### config.mk
export PLATFORM = sky130hd
export DESIGN_NAME = opshift_top
export DESIGN_NICKNAME = d
export VERILOG_FILES = /design/src/rtl/opshift_pkg.sv /design/src/rtl/opshift_decode.sv /design/src/rtl/opshift_rotr.sv /design/src/rtl/opshift_core.sv /design/src/rtl/opshift_top.sv
export SDC_FILE = /design/constraint.sdc
export NUM_CORES = 1
export LEC_CHECK = 0
export BUFFER_PORTS_ARGS = -buffer_cell sky130_fd_sc_hd__buf_4
export CAP_MARGIN = 20
export CORE_MARGIN = 4
export CORE_UTILIZATION = 35
export DETAILED_ROUTE_END_ITERATION = 10
export PLACE_DENSITY = 0.6
export SETUP_SLACK_MARGIN = 0.05
export SYNTH_ARGS = -nofsm -noshare
export SYNTH_HDL_FRONTEND = slang
export SYNTH_SLANG_ARGS = --single-unit
### constraint.sdc
create_clock -name vclk -period 7.9
set_input_delay 2.37 -clock vclk [all_inputs]
set_output_delay 2.37 -clock vclk [all_outputs]
set_load 0.05 [all_outputs]
### src/rtl/opshift_pkg.sv
`timescale 1ns/1ps
package opshift_pkg;

    localparam int IMM_W = 8;   // width of the rotated constant
    localparam int ROT_W = 4;   // width of the immediate rotate field
    localparam int ISH_W = 5;   // width of the instruction-given count
    localparam int RSH_W = 8;   // bits of the amount register that are used

    typedef enum logic [1:0] {
        SH_LSL = 2'd0,
        SH_LSR = 2'd1,
        SH_ASR = 2'd2,
        SH_ROR = 2'd3
    } shift_kind_e;

    typedef enum logic [1:0] {
        SRC_IMM    = 2'd0,
        SRC_ISHIFT = 2'd1,
        SRC_RSHIFT = 2'd2,
        SRC_PLAIN  = 2'd3
    } operand_form_e;

    // Normalised request handed from the decoder to the shift core.
    typedef struct packed {
        shift_kind_e        kind;
        logic [RSH_W-1:0]   amount;
        logic               rrx;
    } shift_req_t;

endpackage

### src/rtl/opshift_decode.sv
`timescale 1ns/1ps
module opshift_decode
    import opshift_pkg::*;
#(
    parameter int W = 32
) (
    input  logic [1:0]   form_i,
    input  logic [1:0]   kind_i,
    input  logic [W-1:0] opnd_i,
    input  logic [W-1:0] amt_i,
    output logic [W-1:0] src_o,
    output shift_req_t   req_o
);

    localparam logic [RSH_W-1:0] FULL_AMT = RSH_W'(W);

    logic [W-1:0] src_d;
    shift_req_t   req_d;

    always_comb begin
        src_d       = opnd_i;
        req_d.kind  = shift_kind_e'(kind_i);
        req_d.amount = '0;
        req_d.rrx   = 1'b0;
        unique case (operand_form_e'(form_i))
            SRC_IMM: begin
                // constant rotated right by an even amount
                src_d        = {{(W-IMM_W){1'b0}}, opnd_i[IMM_W-1:0]};
                req_d.kind   = SH_ROR;
                req_d.amount = RSH_W'({amt_i[ROT_W-1:0], 1'b0});
            end
            SRC_ISHIFT: begin
                req_d.amount = RSH_W'(amt_i[ISH_W-1:0]);
                if (amt_i[ISH_W-1:0] == '0) begin
                    unique case (shift_kind_e'(kind_i))
                        SH_LSR,
                        SH_ASR: req_d.amount = FULL_AMT;
                        SH_ROR: req_d.rrx    = 1'b1;
                        default: req_d.amount = '0;
                    endcase
                end
            end
            SRC_RSHIFT: begin
                req_d.amount = amt_i[RSH_W-1:0];
            end
            default: begin
                req_d.kind   = SH_LSL;
                req_d.amount = '0;
            end
        endcase
    end

    assign src_o = src_d;
    assign req_o = req_d;

endmodule

### src/rtl/opshift_rotr.sv
`timescale 1ns/1ps
module opshift_rotr #(
    parameter int W = 32,
    localparam int SHW = $clog2(W)
) (
    input  logic [W-1:0]   x_i,
    input  logic [SHW-1:0] r_i,
    output logic [W-1:0]   y_o
);

    logic [SHW:0][W-1:0] stage;

    assign stage[0] = x_i;

    for (genvar s = 0; s < SHW; s++) begin : g_stage
        localparam int D = 1 << s;
        assign stage[s+1] = r_i[s] ? {stage[s][D-1:0], stage[s][W-1:D]}
                                   : stage[s];
    end

    assign y_o = stage[SHW];

endmodule

### src/rtl/opshift_core.sv
`timescale 1ns/1ps
module opshift_core
    import opshift_pkg::*;
#(
    parameter int W = 32
) (
    input  logic [W-1:0] src_i,
    input  shift_req_t   req_i,
    input  logic         carry_i,
    output logic [W-1:0] result_o,
    output logic         carry_o
);

    localparam int SHW = $clog2(W);
    localparam logic [RSH_W-1:0] FULL_AMT = RSH_W'(W);

    typedef struct packed {
        logic [W-1:0] value;
        logic         carry;
    } core_out_t;

    core_out_t     out_d;
    logic [W:0]    left_ext;
    logic [W:0]    right_ext;
    logic [W:0]    arith_ext;
    logic [RSH_W-1:0] arith_amt;
    logic [W-1:0]  rot_val;

    opshift_rotr #(.W(W)) u_rotr (
        .x_i (src_i),
        .r_i (req_i.amount[SHW-1:0]),
        .y_o (rot_val)
    );

    always_comb begin
        left_ext  = {1'b0, src_i} << req_i.amount;
        right_ext = {src_i, 1'b0} >> req_i.amount;
        arith_amt = (req_i.amount > FULL_AMT) ? FULL_AMT : req_i.amount;
        arith_ext = $signed({src_i, 1'b0}) >>> arith_amt;

        out_d.value = src_i;
        out_d.carry = carry_i;
        if (req_i.rrx) begin
            out_d.value = {carry_i, src_i[W-1:1]};
            out_d.carry = src_i[0];
        end else if (req_i.amount != '0) begin
            unique case (req_i.kind)
                SH_LSL: begin
                    out_d.value = left_ext[W-1:0];
                    out_d.carry = left_ext[W];
                end
                SH_LSR: begin
                    out_d.value = right_ext[W:1];
                    out_d.carry = right_ext[0];
                end
                SH_ASR: begin
                    out_d.value = arith_ext[W:1];
                    out_d.carry = arith_ext[0];
                end
                default: begin
                    out_d.value = rot_val;
                    out_d.carry = rot_val[W-1];
                end
            endcase
        end
    end

    assign result_o = out_d.value;
    assign carry_o  = out_d.carry;

endmodule

### src/rtl/opshift_top.sv
`timescale 1ns/1ps
module opshift_top
    import opshift_pkg::*;
#(
    parameter int W = 32
) (
    input  logic [W-1:0] opnd_i,
    input  logic [W-1:0] amt_i,
    input  logic [1:0]   kind_i,
    input  logic [1:0]   form_i,
    input  logic         carry_i,
    output logic [W-1:0] result_o,
    output logic         carry_o
);

    logic [W-1:0] src;
    shift_req_t   req;

    opshift_decode #(.W(W)) u_decode (
        .form_i (form_i),
        .kind_i (kind_i),
        .opnd_i (opnd_i),
        .amt_i  (amt_i),
        .src_o  (src),
        .req_o  (req)
    );

    opshift_core #(.W(W)) u_core (
        .src_i    (src),
        .req_i    (req),
        .carry_i  (carry_i),
        .result_o (result_o),
        .carry_o  (carry_o)
    );

endmodule

==> Yosys cells after proc, flatten, opt, wreduce, memory -nomap -nowiden <==
Cells that the tools add are included.
{ "totals": {"word_cells": 33, "input_bits": 69, "output_inout_bits": 33, "regBits": 0} }
{ "classes": {"n_eq_ne": 7, "n_mux": 16, "n_reduce_logical": 6, "order_cmp": 1, "n_shift": 3} }
{ "ops": {"columns": ["op", "count"], "rows": [
  ["$mux W32", 6],
  ["$pmux W33 S3", 1],
  ["$mux W33", 2],
  ["$shl A32 B8 Y33", 1],
  ["$shr A33 B8 Y33", 1],
  ["$sshr A33 B8 Y33", 1],
  ["$pmux W8 S3", 1],
  ["$pmux W6 S2", 1],
  ["$eq A2 B2 Y1 const B", 4],
  ["$gt A8 B6 Y1 const B", 1],
  ["$mux W8", 1],
  ["$reduce_bool A8 Y1", 1],
  ["$mux W7", 1],
  ["$eq A2 B1 Y1 const B", 3],
  ["$logic_not A5 Y1", 1],
  ["$logic_not A2 Y1", 2],
  ["$pmux W2 S2", 1],
  ["$reduce_or A2 Y1", 2],
  ["$mux W1", 2]
]} }

==> Depth between registers and ports, before layout <==
{ "logic_depth": {"depth_word": 13, "ltp_mapped": 14, "depth_no_buf": 11} }

==> Hierarchy <==
From an unflattened synthesis, not the netlist that was laid out.
{ "hier_totals": {"hier_cells": 1197, "hier_area_um2": 9500.4} }
{ "modules_own_cells": {"columns": ["mod", "cells_each", "area_each_um2", "seq_area_each_um2", "n_inst"], "rows": [
  ["opshift_core", 1012, 7108.1, 0.0, 1],
  ["opshift_rotr", 116, 1949.4, 0.0, 1],
  ["opshift_decode", 69, 442.9, 0.0, 1]
]} }

==> Worst setup path before layout <==
Ideal clock, no wire load.
{ "synth_path": {"path_kind": "input to output", "from": "input port form_i[1]", "to": "output port result_o[3]", "path_stages": 13, "required_time_ns": 5.530, "n_path_buf": 2, "path_slack_ns": -0.071, "arrival_ns": 5.601, "path_cell_list": "inv_1 > ha_1 > nor2_1 > buf_2 > clkbuf_1 > nor3_1 > a21oi_1 > a22oi_1 > o211ai_1 > a21oi_1 > a2111oi_0 > nor4_1 > o31ai_1"} }
{ "synth_via": {"elab_chain_len": 10, "word_cells_on_any_way": 25, "cone_classes": "order compare: 1; eq/ne: 4; shift: 3; mux: 13; reduce/logical: 4"} }
{ "synth_lines": {"columns": ["element", "line", "source"], "rows": [
  ["start: declaration", "opshift_top.sv:10", "input logic [1:0] form_i,"],
  ["branches (longest 9 deep; another with $gt A8 B6 Y1)", null, null],
  ["$mux W33 *", "opshift_core.sv:43", "if (req_i.rrx) begin"],
  ["end: declaration", "opshift_top.sv:12", "output logic [W-1:0] result_o,"]
]} }
Mark *: on every way between the ends.

==> Worst setup path after layout <==
{ "layout_path": {"from": "input port form_i[0]", "to": "output port result_o[16]"} }
Same word-level chain as after synthesis.

==> impl_metrics.tcl <==
set metrics [dict create \
    status "finished, violations left" \
    failed_checks "setup timing" \
    ir_worst_vdd_v 0.0000791 \
    final_util_pct 67.6 \
    synthDistinctLibCells 85 \
    fin_crit_ps 7980 \
    final_area_um2 15400 \
    synth_compound_area_share_pct 49.5 \
    crit_required_ps 5530 \
    final_hold_viol_count 0 \
    instances_no_fill 2249 \
    drcViolationCount 0 \
    timing.hold.ws_ps 5270 \
    tightest_slew_ps 810 \
    critical_path_class "input port to primary output" \
    grt_pass1_wl_um 97900 \
    maxCapViolations 0 \
    synth-simple-area-share_pct 30.3 \
    initial_core_util_pct 35.7 \
    setup-violations-final 2 \
    cp_cell_sequence "buf_4 -> inv_4 -> buf_4 -> ha_4 -> buf_6 -> nor2b_1 -> nor3_2 -> buf_4 -> nor3_1 -> a21oi_1 -> buf_4 -> mux2i_2 -> mux2i_2 -> o22ai_1 -> a211oi_2 -> o211ai_1 -> buf_4" \
    tns_ps -89.8 \
    switchingPower_mw 1.22 \
    area_growth_pct 89.5 \
    portBuffers 78 \
    synth_fa_ha_area_share_pct 0.772 \
    syn-cell-area_um2 8100 \
    p_per_area_nw_per_um2 133 \
    nFlopsAndLatches 0 \
    antenna_found_initial 3 \
    place_congestion 1.19 \
    cp_slowest_cell "o211ai_1" \
    grt_max_degree 39 \
    syn_inst 1378 \
    grt_usage_pct 50.5 \
    coreArea_um2 22700 \
    max_slew_margin_pct 45.4 \
    die_y_um 160 \
    wl_per_cell_um 32.2 \
    nClkBuffers 0 \
    layout_commonest_cell "buf_4" \
    fin_nets 2039 \
    seq_area_um2 0 \
    pwr-share-comb_pct 100.0 \
    cp_common_cell "buf_4" \
    holdBufCountCts 0 \
    ant_nets 0 \
    p_seq_share_pct 0 \
    num_rows 55 \
    drt-initial-drc-count 2909 \
    crit_cells 17 \
    post-place-cells 2197 \
    cellLeakagePower_nw 6.55 \
    startpoint "form_i[0]" \
    critPathArrivalTime_ps 5610 \
    grt_setup_unrepaired "yes" \
    max_stage_delay_ps 390 \
    synth_xor_area_share_pct 0 \
    synth_top_family_by_area "compound AO/OA/AOI/OAI gates" \
    fmax_mhz 125 \
    synth.area.mux_share_pct 11.7 \
    multi_input_area_um2 9140 \
    p_int_mw 0.821 \
    fin_ws_ps -78.2 \
    path_buf_inv 7 \
    io_pins 102 \
    wl_um 72300 \
    vias_per_cell 7.25 \
    avgSynthCellArea_um2 5.88 \
    final.fill_count 1952 \
    grt_pass1_vias 14500 \
    critPathTopFamily "buffers and inverters" \
    overflow 0 \
    die_w_um 160 \
    syn_nets 1452 \
    min_period_over_period_pct 101 \
    critPathCaptureType "primary output" \
    drt_pass1_iterations 10 \
    hpwlAfterDp_um 55600 \
    drive_above_1_share_pct 51.6 \
    vias 16300 \
    clock_power_share_pct 0 \
    cp-start-kind "input port" \
    seq_area_frac_synth_pct 0 \
    placed_cell_area_um2 13100 \
    path_max_fanout 11 \
    maxSlewViolCount 0 \
    cp-endpoint "result_o[16]" \
    switching_share_pct 59.8 \
    yosys_warnings 0 \
    hold_class "input port to primary output" \
    die-area_um2 25600 \
    final_cell_mix "buf_4, nand2_1, o21ai_0" \
]
[metal layers]
layer	track usage [%]	part of all wire (%)	vias to the layer above
met5	0	0.084	-
met4	36.6	11	10
met3	19.0	16	575
met2	73.5	39	1702
met1	60.4	34	7458
li1	-	-	6558
[area by class of cell]
type	instances	area share (%)
multi-input combinational	1242	59.5
timing repair buffer	715	38.0
antenna	1	0.0163
inverter	6	0.163
tap	285	2.32
[kinds of logic after synthesis]
kind of cell | count (synthesis)
fa+ha+maj | 5
mux | 92
buf+inv | 137
compound gates | 627
simple gates | 517
[timing repair]
action                                  4_1_cts  5_1_grt
endpoints found under the setup margin       33       33
resized for setup                           147      260
cloned                                        2        3
pin swaps                                    17       60
setup buffers                                16       31
[power groups by stage]
stage / clock network (mW) / logic (mW) / registers (mW)
6_report: 0.00000000177 / 2.04 / 0
5_1_grt: 0 / 2.06 / 0
4_1_cts: 0 / 1.77 / 0
3_5_place_dp: 0 / 1.67 / 0
3_3_place_gp: 0 / 1.66 / 0
2_1_floorplan: 0 / 0.779 / 0
[stage by stage]
step                      power (mW)  setup WS (ps)
final                           2.04          -78.2
after global routing            2.06           -109
after CTS                       1.77          -17.3
after detailed placement        1.67           -610
after global placement          1.66           -497
after floorplan                0.779           59.8
[how the worst min path moves through the flow]
stage / startpoint / end / slack [ps] / depth (start not counted)
4_1_cts: carry_i / result_o[31] / 5260 / 4
5_1_grt: opnd_i[6] / result_o[5] / 5270 / 4
3_3_place_gp: opnd_i[6] / result_o[5] / 5260 / 4
6_report: carry_i / result_o[31] / 5270 / 4
2_1_floorplan: opnd_i[4] / result_o[3] / 5040 / 2
3_5_place_dp: carry_i / result_o[31] / 5250 / 4
[cells in the mapped netlist, drive strengths merged, types with 3 or more instances]
cell,instances,area [um2]
and2,4,25.0
nor2,123,462
nand4,14,87.6
inv,6,22.5
nor4,14,87.6
or2,4,25.0
nand3,73,380
o311ai,6,52.6
ha,5,62.6
nor3,56,290
o2bb2ai,5,43.8
a221oi,18,164
mux2i,82,821
a2111oi,4,35.0
a211oi,40,300
a21oi,146,738
a31oi,37,259
a41oi,3,26.3
buf,73,389
a21o,4,30.0
o221ai,19,166
o2111ai,9,78.8
nand2,165,624
o32ai,12,113
a32oi,4,35.0
nand4b,3,47.5
a22oi,27,203
o32a,4,40.0
a22o,4,36.3
o21ai,178,891
or3,12,75.1
a211o,4,35.0
nand2b,5,31.3
o31ai,7,52.6
mux2,9,101
and3,5,31.3
clkbuf,58,220
o211ai,31,233
o22ai,40,250
or4,3,22.5
nor2b,27,169
o21a,5,38.8
(Power assumes the default switching activity.)
